[config.mk]
export PLATFORM = sky130hd
export DESIGN_NAME = cfg_port_bridge
export DESIGN_NICKNAME = d
export VERILOG_FILES = /design/src/rtl/cfg_bridge_pkg.sv /design/src/rtl/cfg_addr_reg.sv /design/src/rtl/cfg_sel_decode.sv /design/src/rtl/cfg_txn_fsm.sv /design/src/rtl/cfg_port_bridge.sv
export SDC_FILE = /design/constraint.sdc
export NUM_CORES = 1
export LEC_CHECK = 0
export ABC_AREA = 1
export BUFFER_PORTS_ARGS = -buffer_cell sky130_fd_sc_hd__buf_4
export CORE_MARGIN = 4
export CORE_UTILIZATION = 44
export CTS_BUF_LIST = sky130_fd_sc_hd__clkbuf_4 sky130_fd_sc_hd__clkbuf_8 sky130_fd_sc_hd__clkbuf_16
export CTS_CLUSTER_DIAMETER = 150
export DETAILED_ROUTE_END_ITERATION = 7
export GPL_TIMING_DRIVEN = 0
export MAX_ROUTING_LAYER = met4
export PLACE_DENSITY = 0.77
export SYNTH_ARGS = -nofsm -noshare
export SYNTH_HDL_FRONTEND = slang
export SYNTH_HIERARCHICAL = 1
export SYNTH_SLANG_ARGS = --single-unit
[constraint.sdc]
create_clock -name clk -period 1.8 [get_ports clk]
set_input_delay 0.27 -clock clk [delete_from_list [all_inputs] [get_ports clk]]
set_output_delay 0.27 -clock clk [all_outputs]
set_load 0.005 [all_outputs]
[src/rtl/cfg_bridge_pkg.sv]
package cfg_bridge_pkg;
  typedef enum logic [1:0] {
    ST_IDLE = 2'd0,
    ST_WAIT = 2'd1,
    ST_RESP = 2'd2
  } txn_state_t;

  localparam int DATA_W   = 32;
  localparam int LANES    = DATA_W / 8;
  localparam int EN_POS   = 31;
  localparam int BUS_LSB  = 16;
  localparam int BUS_W    = 8;
  localparam int DEV_LSB  = 11;
  localparam int DEV_W    = 5;
  localparam int FN_LSB   = 8;
  localparam int FN_W     = 3;
  localparam int REG_LSB  = 2;
  localparam int REG_W    = 6;
  localparam logic [DATA_W-1:0] PTR_KEEP = 32'h80FF_FFFC;
endpackage

[src/rtl/cfg_addr_reg.sv]
module cfg_addr_reg
  import cfg_bridge_pkg::*;
(
  input  logic              clk,
  input  logic              rst_n,
  input  logic              wr_en,
  input  logic [LANES-1:0]  be,
  input  logic [DATA_W-1:0] wdata,
  output logic [DATA_W-1:0] value
);
  logic [DATA_W-1:0] ptr_q;
  logic [DATA_W-1:0] merged;
  logic [DATA_W-1:0] ptr_d;

  genvar g;
  generate
    for (g = 0; g < LANES; g++) begin : g_lane
      assign merged[8*g +: 8] = (wr_en && be[g]) ? wdata[8*g +: 8] : ptr_q[8*g +: 8];
    end
  endgenerate

  always_comb ptr_d = merged & PTR_KEEP;

  always_ff @(posedge clk or negedge rst_n) begin
    if (!rst_n)     ptr_q <= '0;
    else if (wr_en) ptr_q <= ptr_d;
  end

  assign value = ptr_q;

  assert_ptr_hold_R1: assert property (@(posedge clk) disable iff (!rst_n)
    !wr_en |=> $stable(value));
endmodule

[src/rtl/cfg_sel_decode.sv]
module cfg_sel_decode
  import cfg_bridge_pkg::*;
#(
  parameter int NUM_DEV = 32
) (
  input  logic             en,
  input  logic [DEV_W-1:0] dev,
  output logic [NUM_DEV-1:0] sel
);
  genvar g;
  generate
    for (g = 0; g < NUM_DEV; g++) begin : g_sel
      assign sel[g] = en && (dev == DEV_W'(g));
    end
  endgenerate
endmodule

[src/rtl/cfg_txn_fsm.sv]
module cfg_txn_fsm
  import cfg_bridge_pkg::*;
#(
  parameter int TIMEOUT = 16
) (
  input  logic clk,
  input  logic rst_n,
  input  logic start_remote,
  input  logic start_local,
  input  logic ack,
  output logic idle,
  output logic waiting,
  output logic done,
  output logic fin_ack,
  output logic fin_tmo
);
  localparam int CNT_W = $clog2(TIMEOUT + 1);

  txn_state_t state_q, state_d;
  logic [CNT_W-1:0] cnt_q, cnt_d;
  logic cnt_en;

  always_comb begin
    state_d = state_q;
    cnt_d   = cnt_q;
    cnt_en  = 1'b0;
    fin_ack = 1'b0;
    fin_tmo = 1'b0;
    unique case (state_q)
      ST_IDLE: begin
        if (start_remote) begin
          state_d = ST_WAIT;
          cnt_d   = '0;
          cnt_en  = 1'b1;
        end else if (start_local) begin
          state_d = ST_RESP;
        end
      end
      ST_WAIT: begin
        cnt_en = 1'b1;
        if (ack) begin
          fin_ack = 1'b1;
          state_d = ST_RESP;
        end else if (cnt_q == CNT_W'(TIMEOUT - 1)) begin
          fin_tmo = 1'b1;
          state_d = ST_RESP;
        end else begin
          cnt_d = cnt_q + 1'b1;
        end
      end
      default: state_d = ST_IDLE;
    endcase
  end

  always_ff @(posedge clk or negedge rst_n) begin
    if (!rst_n) begin
      state_q <= ST_IDLE;
      cnt_q   <= '0;
    end else begin
      state_q <= state_d;
      if (cnt_en) cnt_q <= cnt_d;
    end
  end

  assign idle    = (state_q == ST_IDLE);
  assign waiting = (state_q == ST_WAIT);
  assign done    = (state_q == ST_RESP);

  assert_wait_bound_R6: assert property (@(posedge clk) disable iff (!rst_n)
    waiting |-> (cnt_q < CNT_W'(TIMEOUT)));
  assert_done_pulse_R9: assert property (@(posedge clk) disable iff (!rst_n)
    done |=> !done);
endmodule

[src/rtl/cfg_port_bridge.sv]
module cfg_port_bridge
  import cfg_bridge_pkg::*;
#(
  parameter int          NUM_DEV   = 32,
  parameter int          TIMEOUT   = 16,
  parameter int          IO_AW     = 16,
  parameter logic [15:0] PTR_PORT  = 16'h0CF8,
  parameter logic [15:0] WIN_PORT  = 16'h0CFC
) (
  input  logic                clk,
  input  logic                rst_n,
  input  logic                io_req,
  input  logic                io_wr,
  input  logic [IO_AW-1:0]    io_addr,
  input  logic [3:0]          io_be,
  input  logic [31:0]         io_wdata,
  output logic                io_done,
  output logic [31:0]         io_rdata,
  output logic                cfg_req,
  output logic                cfg_wr,
  output logic [5:0]          cfg_reg,
  output logic [2:0]          cfg_fn,
  output logic [3:0]          cfg_be,
  output logic [31:0]         cfg_wdata,
  output logic [NUM_DEV-1:0]  dev_sel,
  input  logic                cfg_ack,
  input  logic [31:0]         cfg_rdata
);
  localparam logic [DATA_W-1:0] ALL_ONES = '1;

  logic [DATA_W-1:0] ptr;
  logic idle, waiting, fin_ack, fin_tmo;
  logic accept, hit_ptr, hit_win, ptr_en, bus_zero, dev_ok, go_remote, go_local;
  logic [DEV_W-1:0] ptr_dev;

  logic              wr_q, wr_d;
  logic [LANES-1:0]  be_q, be_d;
  logic [DATA_W-1:0] wdat_q, wdat_d;
  logic [DATA_W-1:0] rdat_q, rdat_d;
  logic              rdat_en;

  assign accept   = io_req && idle;
  assign hit_ptr  = (io_addr == IO_AW'(PTR_PORT));
  assign hit_win  = (io_addr == IO_AW'(WIN_PORT));
  assign ptr_en   = ptr[EN_POS];
  assign bus_zero = (ptr[BUS_LSB +: BUS_W] == '0);
  assign ptr_dev  = ptr[DEV_LSB +: DEV_W];
  assign dev_ok   = ({1'b0, ptr_dev} < (DEV_W+1)'(NUM_DEV));
  assign go_remote = accept && hit_win && ptr_en && bus_zero && dev_ok;
  assign go_local  = accept && !go_remote;

  cfg_addr_reg u_ptr (
    .clk   (clk),
    .rst_n (rst_n),
    .wr_en (accept && hit_ptr && io_wr),
    .be    (io_be),
    .wdata (io_wdata),
    .value (ptr)
  );

  cfg_txn_fsm #(.TIMEOUT(TIMEOUT)) u_fsm (
    .clk          (clk),
    .rst_n        (rst_n),
    .start_remote (go_remote),
    .start_local  (go_local),
    .ack          (cfg_ack),
    .idle         (idle),
    .waiting      (waiting),
    .done         (io_done),
    .fin_ack      (fin_ack),
    .fin_tmo      (fin_tmo)
  );

  cfg_sel_decode #(.NUM_DEV(NUM_DEV)) u_sel (
    .en  (waiting),
    .dev (ptr_dev),
    .sel (dev_sel)
  );

  always_comb begin
    wr_d    = io_wr;
    be_d    = io_be;
    wdat_d  = io_wdata;
    rdat_en = 1'b1;
    if (go_local)     rdat_d = (hit_ptr && !io_wr) ? ptr : ALL_ONES;
    else if (fin_ack) rdat_d = cfg_rdata;
    else if (fin_tmo) rdat_d = ALL_ONES;
    else begin
      rdat_d  = rdat_q;
      rdat_en = 1'b0;
    end
  end

  always_ff @(posedge clk or negedge rst_n) begin
    if (!rst_n) begin
      wr_q   <= 1'b0;
      be_q   <= '0;
      wdat_q <= '0;
      rdat_q <= '0;
    end else begin
      if (go_remote) begin
        wr_q   <= wr_d;
        be_q   <= be_d;
        wdat_q <= wdat_d;
      end
      if (rdat_en) rdat_q <= rdat_d;
    end
  end

  assign cfg_req   = waiting;
  assign cfg_wr    = wr_q;
  assign cfg_be    = be_q;
  assign cfg_wdata = wdat_q;
  assign cfg_reg   = ptr[REG_LSB +: REG_W];
  assign cfg_fn    = ptr[FN_LSB +: FN_W];
  assign io_rdata  = rdat_q;

  assert_sel_onehot_R4: assert property (@(posedge clk) disable iff (!rst_n)
    cfg_req |-> $onehot(dev_sel));
  assert_sel_quiet_R4: assert property (@(posedge clk) disable iff (!rst_n)
    !cfg_req |-> (dev_sel == '0));
  assert_done_after_req_R5: assert property (@(posedge clk) disable iff (!rst_n)
    $fell(cfg_req) |-> io_done);
  assert_disabled_no_req_R2: assert property (@(posedge clk) disable iff (!rst_n)
    (accept && hit_win && !ptr_en) |=> !cfg_req);
  assert_ptr_stable_txn_R3: assert property (@(posedge clk) disable iff (!rst_n)
    (cfg_req && !cfg_ack) |=> $stable(cfg_reg) && $stable(cfg_fn) && $stable(cfg_wdata));
endmodule

* After elaboration in Yosys (flattened, before gate mapping)
Index checks and enable logic that the tools add are counted.
** Word-level totals
- Memory bits (read-only) :: 0
- Input port bits :: 89
- Bits in latches :: 0
- Word-level logic and storage cells :: 133
- Memories :: 0
- Bits in writable memories :: 0
- Bits in registers :: 99
** Cells by class
- Bitwise gates (word level) :: 0
- Div/mod/pow operators :: 0
- Shift operators :: 0
- $lt $le $gt $ge :: 0
- Muxes and demuxes :: 23
- Multipliers :: 0
- Add/subtract/negate cells :: 1
- Reduce and logical (&&, ||, !) cells :: 58
- Eq/ne operators :: 41
** Operator list (number)
- $mux W32 :: 4
- $eq A5 B5 Y1 const B :: 16
- $eq A5 B4 Y1 const B :: 9
- $logic_and A1 B1 Y1 :: 44
- $eq A16 B12 Y1 const B :: 2
- $eq A5 B3 Y1 const B :: 4
- $mux W5 :: 3
- $reduce_and A2 Y1 :: 6
- $eq A5 B2 Y1 const B :: 2
- $pmux W5 S2 :: 1
- $mux W1 :: 9
- $logic_not A8 Y1 :: 1
- $mux W2 :: 4
- $add A5 B1 Y5 const B :: 1
- $eq A5 B1 Y1 const B :: 1
- $logic_not A5 Y1 :: 1
- $reduce_and A5 Y1 :: 1
- $ne A2 B2 Y1 const B :: 2
- $pmux W2 S2 :: 1
- $ne A3 B1 Y1 const B :: 1
- $ne A3 B3 Y1 const B :: 1
- $reduce_bool A3 Y1 :: 1
- $eq A2 B1 Y1 const B :: 1
- $eq A2 B2 Y1 const B :: 1
- 5 further kinds :: 6

* Logic depth before layout (Yosys ltp)
Gate-level depths: netlist (run 1).
- Depth in word-level cells :: 10
- Depth in mapped cells :: 12
- Mapped depth without buffers :: 11

* By module
Netlist (run 1), hierarchy kept.
** By module, submodules not included
- cfg_port_bridge :: cells an instance 490, area an instance 3415.8 µm², instances 1, sequential area each 1726.7 µm²
- cfg_addr_reg :: cells an instance 111, area an instance 998.5 µm², instances 1, sequential area each 575.6 µm²
- cfg_txn_fsm :: cells an instance 52, area an instance 417.9 µm², instances 1, sequential area each 175.2 µm²
- cfg_sel_decode :: cells an instance 67, area an instance 266.5 µm², instances 1, sequential area each 0.0 µm²

* Worst setup path after synthesis (run 1)
Ideal clock, no wire load.
- Path kind :: reg-to-reg
- Start point :: register u_fsm.state_q[0]
- End point :: register u_fsm.cnt_q[0]
- Stages on the path, launching flop included :: 12
- Slack :: 0.068 ns
- Arrival time :: 1.609 ns
- Path buffers :: 1
- Cell sequence :: dfrtp_1 -> nor2_2 -> nand2_2 -> nor2_2 -> nand2_1 -> nor2_1 -> nand2_2 -> inv_2 -> buf_4 -> nand2_4 -> nand3_1 -> o21ai_1
** On the way
- Longest elaborated chain between the ends :: 8
- Elaborated cells between the ends (all ways) :: 14
- Classes of those cells :: eq/ne: 4; mux: 3; reduce/logical: 7
** RTL lines
- start: declaration :: line cfg_txn_fsm.sv:19 : txn_state_t state_q, state_d;
- start signal: assignment :: line cfg_txn_fsm.sv:60 : state_q <= state_d;
- $logic_not A2 Y1 * :: line cfg_txn_fsm.sv:65 : assign idle = (state_q == ST_IDLE);
- named net idle :: line cfg_port_bridge.sv:32 : logic idle, waiting, fin_ack, fin_tmo;
- $logic_and A1 B1 Y1 * :: line cfg_port_bridge.sv:42 : assign accept = io_req && idle;
- $logic_and A1 B1 Y1 * (3 in series) :: line cfg_port_bridge.sv:49 : assign go_remote = accept && hit_win && ptr_en && bus_zero && dev_ok;
- named net go_remote :: line cfg_port_bridge.sv:33 : logic accept, hit_ptr, hit_win, ptr_en, bus_zero, dev_ok, go_remote, go_local;
- $mux W1 :: line cfg_txn_fsm.sv:31 : if (start_remote) begin
- $pmux W1 S2 :: line cfg_txn_fsm.sv:29 : unique case (state_q)
- $reduce_and A5 Y1 (no line) *
- end signal: assignment :: line cfg_txn_fsm.sv:61 : if (cnt_en) cnt_q <= cnt_d;
- end: declaration :: line cfg_txn_fsm.sv:20 : logic [CNT_W-1:0] cnt_q, cnt_d;
The timed path passes the listed nets; every way through them passes the cells marked *.
A chain may end at the register's enable or synchronous reset.

* Worst setup path after layout (run 1)
- Start point :: register u_fsm.state_q[0]
- End point :: register rdat_q[21], in the netlist io_rdata[21]
** On the way
- Longest elaborated chain between the ends :: 9
- Elaborated cells between the ends (all ways) :: 17
- Classes of those cells :: eq/ne: 1; mux: 7; reduce/logical: 9
** RTL lines
- $logic_not A2 Y1 * :: line cfg_txn_fsm.sv:65
- named net idle :: line cfg_port_bridge.sv:32
- $logic_and A1 B1 Y1 * :: line cfg_port_bridge.sv:42
- $logic_and A1 B1 Y1 (3 in series) :: line cfg_port_bridge.sv:49
- $logic_not A1 Y1 :: line cfg_port_bridge.sv:50 : assign go_local = accept && !go_remote;
- $logic_and A1 B1 Y1 * :: line cfg_port_bridge.sv:50
- $reduce_bool A3 Y1 (no line) / $mux W1 (equally long branches)
- $reduce_and A2 Y1 (no line)
- end signal: assignment :: line cfg_port_bridge.sv:106 : if (rdat_en) rdat_q <= rdat_d;
- end: declaration :: line cfg_port_bridge.sv:39 : logic [DATA_W-1:0] rdat_q, rdat_d;
Marks and branches as above.

==> impl.org, run 1 <==
** Run status
- Run status :: finished, final reports clean

** CTS
- Clock tree synthesis selected as its root buffer the cell clkbuf_16.
- Clock sink total :: between 90 and 100
- Number of buffers on the longest clock path :: 2
- The later pin in the worst-skew pair is clocked with a latency of between 300 and 400 ps.
- Number of buffers inserted during clock tree synthesis :: 9
- After clock tree synthesis, the clock-pin slew on the worst setup and hold paths is roughly 70 ps.
- Clock tree from TritonCTS :: yes
- The H-tree was split into 3 levels.
- CTS Hold Buffers Added :: 0

** Routing
- # DRC :: 0
- Wire segments on met3 add up to between 1000 and 1500 µm in the final route.
- In this run, the number of DRC markers left after iteration 0 of detailed routing was 333.
- Total wirelength of the detailed-routed design :: between 10000 and 15000 µm
- DRT antenna net count :: 0
- In this run the top signal layer used is met4.
- The detailed router put a total of about 6300 µm of wire on met1.
- Via count of the routed design :: ~5200
- Dividing the detail-routed via count by the number of cells gives around 4.7.
- Metal2 WL :: approximately 7100 µm
- After detailed routing, the average wire length per cell comes to between 10 and 15 µm.
- Drt first pass iters :: 5

** Synth
- Number of synthesized register bits :: 99
- The share of the Yosys chip area taken by registers is around half.
- The cell area that synthesis handed to floorplanning was a little over 5000 µm².
- Warnings from Yosys :: 6
- Summed over its instances, the top area cell type makes up 48.6% of the synthesized netlist area.
- dfrtp_1 takes more of the synthesized area than any other cell.
- In the post-synthesis netlist, the biggest area contributors are dfrtp_1 (49%), nand2_1 (22%), nor2_1 (13%).
- Averaged over all synthesized cells, the footprint is 7.08 µm².
- Synthesis handed over a netlist of 720 instances.
- Yosys mapped the design onto 22 distinct sky130hd cell types.

** Placement
- Placed standard-cell area :: slightly below 7000 µm²
- Total half-perimeter wirelength after legalization and detailed placement :: ~11000 µm
- At the end of routability-driven placement, the weighted congestion stood at 0.871.
- Placed Cells incl. Taps :: around 1100
- Buffers placed on the I/O ports in this run total 200.

** Final layout
- Final-stage net count :: a little over 1000
- Layout-stage area growth over the synthesis result :: 44.5%
- Ratio of cells with drive above 1 in the final layout :: 32.8%
- After routing the design area is between 7000 and 8000 µm².
- Total inserted antenna cells :: 0
- The filler cells instantiated in the layout total 1079.
- Leaving out filler cells and counting taps, the final layout contains between 1000 and 1500.

** Timing
- Max-slew violations :: 0
- Setup violations remaining at the end of the flow were counted as 0.
- Clock Skew :: between 8 and 9 ps
- At the pin with the least slew margin, the transition time is a little under 900 ps.
- Tmin final :: approximately 1800 ps
- Static timing analysis puts the maximum clock frequency at 0.559 GHz.
- Total count of hold-check failures in the final report :: 0
- Worst hold margin :: around 34 ps
- Dividing the final minimum period by the clock period gives a little under 100%.
- Measured against its own limit, the worst slew margin works out to between 40% and 50%.
- RSZ-0062 raised after global routing :: true

** Pwr
- The worst-case IR drop observed on VDD is 0.542 mV.
- Overall power of the completed layout :: 4.56 mW
- Summed over all cells, the static leakage comes to approximately 4 nW.
- Pwr/cell area :: 619 nW/µm²

** Floorplanning
- The floorplan step defined a die boundary enclosing roughly 13000 µm².
- For this configuration, the core starts out at a cell density of about 45%.
- The die is about 120 µm tall.
- The floorplan step set the die width to around 120 µm.
- For this design the top-level I/O count stands at between 200 and 250.
- Core region area :: roughly 11000 µm²
- The floorplan has 39 rows.

** Worst hold path
- The tightest min-delay check is of the in -> async type.

** Global routing
- Global routing finished with a remaining overflow of 0.
- The via count of the first global-routing pass came to ~5000.
- The first global-routing pass estimated roughly 23000 µm of wire.
- Global routing used between 20% and 30% of the available tracks across all layers.
- Antenna violations before repair :: 0
- Largest net degree at the start of global routing :: 100

** Setup path
- STA classifies the critical path endpoint as a flip-flop.
- Of all nets on the critical path, the largest fanout is 10.
- Critical path launch point type :: flip-flop
- Data arrival time of the critical path :: around 2000 ps
- Required @ worst endpoint :: between 2000 and 2500 ps
- The critical path is of the reg -> reg type.

** Run
- Across the run, the number of max-cap violations was 0.
-- final timing paths --
path | start | endpoint | slack [ps] | cells after the start
worst max-delay path | u_fsm/state_q[0]$_DFFE_PN0P_ | io_rdata[21]$_DFFE_PN0P_ | 10 | 11
worst min-delay path | rst_n | io_rdata[8]$_DFFE_PN0P_ | 30 | 1
worst max register to register | u_fsm/state_q[0]$_DFFE_PN0P_ | io_rdata[21]$_DFFE_PN0P_ | 10 | 11
worst min register to register | cfg_wdata[19]$_DFFE_PN0P_ | cfg_wdata[19]$_DFFE_PN0P_ | 480 | 2
max in group asynchronous | rst_n | u_fsm/state_q[1]$_DFFE_PN0P_ | 1150 | 1
min in group clk | io_wdata[26] | cfg_wdata[26]$_DFFE_PN0P_ | 120 | 3
-- synthesized netlist by cell type --
cell / instances
inv_1: 32
nand4_1: 1
nor2_1: 182
clkbuf_1: 4
dfrtp_1: 99
nor2_4: 1
nor2_2: 8
buf_6: 10
a21oi_1: 1
buf_4: 14
nor3_1: 4
inv_2: 2
o21ai_1: 2
nand2_4: 5
nand3_1: 33
nand2_1: 303
o21ai_0: 1
buf_2: 10
ha_1: 2
a21boi_0: 1
nand2_2: 4
conb_1: 1
-- repair_timing --
action	in CTS	in global routing
endpoints found under the hold margin	0	0
buffers inserted	6	3
setup endpoints to repair	89	81
resized for setup	25	37
cloned	0	0
pin swaps	7	12
-- placed cells by master, fill, tap and decap left out, types with 5 or more instances in the layout --
master	netlist	final
buf_4	14	222
buf_2	10	5
nand3_1	33	29
conb_1	1	9
clkbuf_16	0	9
nor2_1	182	161
nand2_4	5	5
nand2_1	303	301
buf_6	10	10
inv_1	32	32
dfrtp_1	99	97
nor2_2	8	28
-- through the flow --
stage | setup TNS (ps) | util, % | setup slack (ps)
detailed placement | -9850 | 59.9 | -326
global placement | -8610 | 59.9 | -307
floorplan | 0 | - | 67.9
global route | -3410 | 64.8 | -103
finish | 0 | 64.8 | 12.0
CTS | -300 | 63.5 | -32.9
-- cell type report --
cell class	instances	area, µm²	area share [%]
inverter	34	135	1.83
timing repair buffer	209	1570	21.3
clock inverter	4	51.3	0.696
clock buffer	11	246	3.34
multi-input combinational	557	2380	32.3
buffer	37	328	4.45
tap	143	179	2.43
sequential	99	2480	33.7
-- flip-flops by register name, summed over array words and instances, names as in the netlist --
| name | flops |
|---|---|
| u_fsm/state_q | 2 |
| u_fsm/cnt_q | 5 |
| cfg_wdata | 32 |
| cfg_wr | 1 |
| u_ptr/value | 23 |
| io_rdata | 32 |
| cfg_be | 4 |
-- per-layer routing --
metal  global-route usage [%]  vias up
li1                         -     2604
met1                     29.4     2379
met2                     36.2      188
met3                     3.92       20
met4                     6.88        0
met5                        -        -
-- power by group --
part           switching (mW)  internal [mW]  leakage [nW]
clock                   0.804           1.12         0.145
combinational           0.202          0.201          2.67
sequential            0.00423           2.23          1.21
total                    1.01           3.55          4.03
-- logic make-up after synthesis --
group	share of synthesized area, %
flip-flops	48.6
AO/OA/AOI/OAI	0.540
other	0.0735
adder cells (fa/ha/maj)	0.491
AND/OR/NAND/NOR	42.3
buffers and inverters	8.05
-- critical path, cell delays in order, from the launching register on --
cell	delay, ps
dfrtp_1	430
nor2_4	170
nand2_2	90
nor2_2	100
nand2_1	70
nor2_2	150
nand2_4	130
nand2_8	130
nand2_8	80
buf_12	160
nor2_2	100
nor2_1	50
Note: power is estimated with default switching activity, not from simulation.
==> inputs of run 2 (changes only) <==
- clock period: 1.8 -> 1.6 ns (I/O delays scaled with it)
==> impl.org, run 2 (same netlist as run 1, synthesis figures left out) <==
** Timing
- Final hold analysis gives a worst-case slack of -37.1 ps.
- Across the routed clock network, the largest skew measured is ~5.7 ps.
- Tmin final :: between 1500 and 2000 ps
- The count of endpoints failing hold in the final timing report was 27.
- After routing, the total negative slack on setup checks comes to -16100 ps.
- Period Utilization, post-route :: 114%
- RSZ-0062 raised after global routing :: true
- In this run the tightest slew margin relative to its limit is between 30% and 40%.
- At the pin with the least slew margin, the transition time is 923 ps.
- The final max-slew violation count came to 0.
- Min setup slack post-route :: -225 ps
- Derived from the worst setup path, the maximum achievable clock frequency is roughly 0.55 GHz.
- Setup violations remaining at the end of the flow were counted as roughly 110.

** Routing
- Vias per inst :: just over 5
- In the routed design, unresolved DRC markers number 0.
- Drt first pass iters :: 5
- The detailed router finished its first iteration with approximately 450 violations.
- In this run the remaining antenna-violating nets after routing total 0.
- Avg WL per Cell :: 16.3 µm
- The routed design has about 18000 µm of wire.
- Via count of the routed design :: 5688

** Global routing
- Antenna violations before repair :: 0
- Grt total ovfl :: 0
- Wire length of the first global-routing pass :: approximately 26000 µm
- Largest net degree at the start of global routing :: 100
- Across every metal layer, demand over resource in global routing totals 25.6%.
- Via count of the first global-routing pass :: roughly 5400

** Pwr
- VDD sags by at most between 1 and 1.5 mV.
- The design draws 5.10 mW.
- LEAKAGE :: 4.40 nW
- Pwr/cell area :: 589 nW/µm²

** CTS
- The clock passes through at most 2 buffers.
- H-tree level count :: 3
- Clock tree synthesis found a total of slightly below 100 sinks.
- For the worst-skew pair, the clock arrives at the later sink with an insertion delay of approximately 350 ps.
- TritonCTS built the clock tree.
- CTS placed an instance of clkbuf_16 at the clock tree root.
- The number of clock buffers added by TritonCTS is 9.
- Clock edge transition at the registers on the reported setup and hold paths :: approximately 70 ps

** Final layout
- Leaving out fill and tap cells, the most frequent cells in the layout are nand2_1 (218), buf_4 (196), nor2_1 (117).
- Final std cell area, no fill :: slightly below 9000 µm²
- Final-stage net count :: 1075
- Total inserted antenna cells :: 0
- Register area :: 2480 µm²
- Layout-stage area growth over the synthesis result :: 69.7%
- Leaving out fill and tap cells, the most frequent cell in the layout is nand2_1.
- Ratio of cells with drive above 1 in the final layout :: approximately 50%
- After filler insertion, the fill cell instance count of the layout stands at around 830.
- The multi-input combinational cells in the finished layout cover a total of roughly 3000 µm².

** Placement
- Detailed placement ended at an HPWL of about 11000 µm.
- Final RePlAce weighted congestion :: roughly 0.82
- Placed standard-cell area :: around 7000 µm²
- Post-place setup slack :: -285 ps
- Number of I/O port buffers :: 200

** Floorplanning
- Once the floorplan was initialized, standard cells occupied approximately 45% of the core.
- Total I/O pin count :: 201
- The floorplan step defined a core boundary enclosing ~11000 µm².
- FP Rows :: 39
- The floorplan step defined a die boundary enclosing between 10000 and 15000 µm².
- DIE WIDTH :: between 100 and 150 µm
- Die height :: 116 µm

** Setup path
- Element type at the critical path end :: flip-flop
- Worst R2R Path Depth :: 11
- Required @ worst endpoint :: 1880 ps
- In this run the worst path has a maximum fanout of 7.
- WS Path Type :: reg -> reg
- STA classifies the critical path startpoint as a flip-flop.
- For the worst setup path, the data arrival time is 2100 ps.

** Worst hold path
- Classification of the worst-slack hold path :: in -> async

** Run
- Across the run, the number of max-cap violations was 0.

** Run status
- The checks that failed: hold timing, setup timing.
- The run finished, with violations left.
## run 2: what timing repair did
action                                  4_1_cts  5_1_grt
gates cloned                                  9        4
endpoints found under the setup margin      107      131
pin swaps                                    67       62
endpoints found under the hold margin         0        0
setup buffers                                24       10
gates resized for setup                     129      223
hold buffers                                  0        0
## run 2: critical path, stage by stage, from the launching register on
cell and delay, ps:
dfrtp_1 360, ha_2 200, inv_2 40, nor3_2 120, ha_2 230, inv_2 60
nor3_4 190, nor2_4 80, nand2_8 150, buf_12 160, nor2_4 40, nor2_1 130
## run 2: cell type report
class	instances	share of cell area [%]
buffer	36	4.29
clock buffer	9	2.60
clock inverter	4	0.347
inverter	34	1.53
multi-input combinational	557	35.5
sequential	99	28.7
tap	143	2.07
timing repair buffer	247	24.9
## run 2: per-stage QoR
step | std cells | util (%)
2_1_floorplan | 728 | -
3_5_place_dp | 1071 | 60.0
5_1_grt | 1129 | 76.1
4_1_cts | 1115 | 67.7
3_3_place_gp | 1071 | 60.0
6_report | 1129 | 76.1
## run 2: metal layers
layer	share of wire [%]	track usage [%]	wire, µm	vias up
met5	0	-	0	-
met2	50	40.9	9220	244
met3	7.2	6.32	1320	51
met1	40	32.6	7310	2708
met4	3.0	7.50	548	0
li1	-	-	-	2685
## run 2: path summary, 6_finish.rpt
path | from | slack [ps] | endpoint
min reg2reg | cfg_wdata[24]$_DFFE_PN0P_ | 480 | cfg_wdata[24]$_DFFE_PN0P_
max in group asynchronous | rst_n | 920 | u_ptr/value[12]$_DFFE_PN0P_
min in group clk | io_wdata[27] | 80 | cfg_wdata[27]$_DFFE_PN0P_
min | rst_n | -40 | io_rdata[27]$_DFFE_PN0P_
max | u_fsm/cnt_q[0]$_DFFE_PN0P_ | -220 | io_rdata[29]$_DFFE_PN0P_
max reg2reg | u_fsm/cnt_q[0]$_DFFE_PN0P_ | -220 | io_rdata[29]$_DFFE_PN0P_
## run 2: where the power goes
group	switching (mW)	total, mW	internal, mW
Sequential	0.00551	2.51	2.50
Clock	0.957	1.99	1.03
Combinational	0.305	0.597	0.292
Total	1.27	5.10	3.83
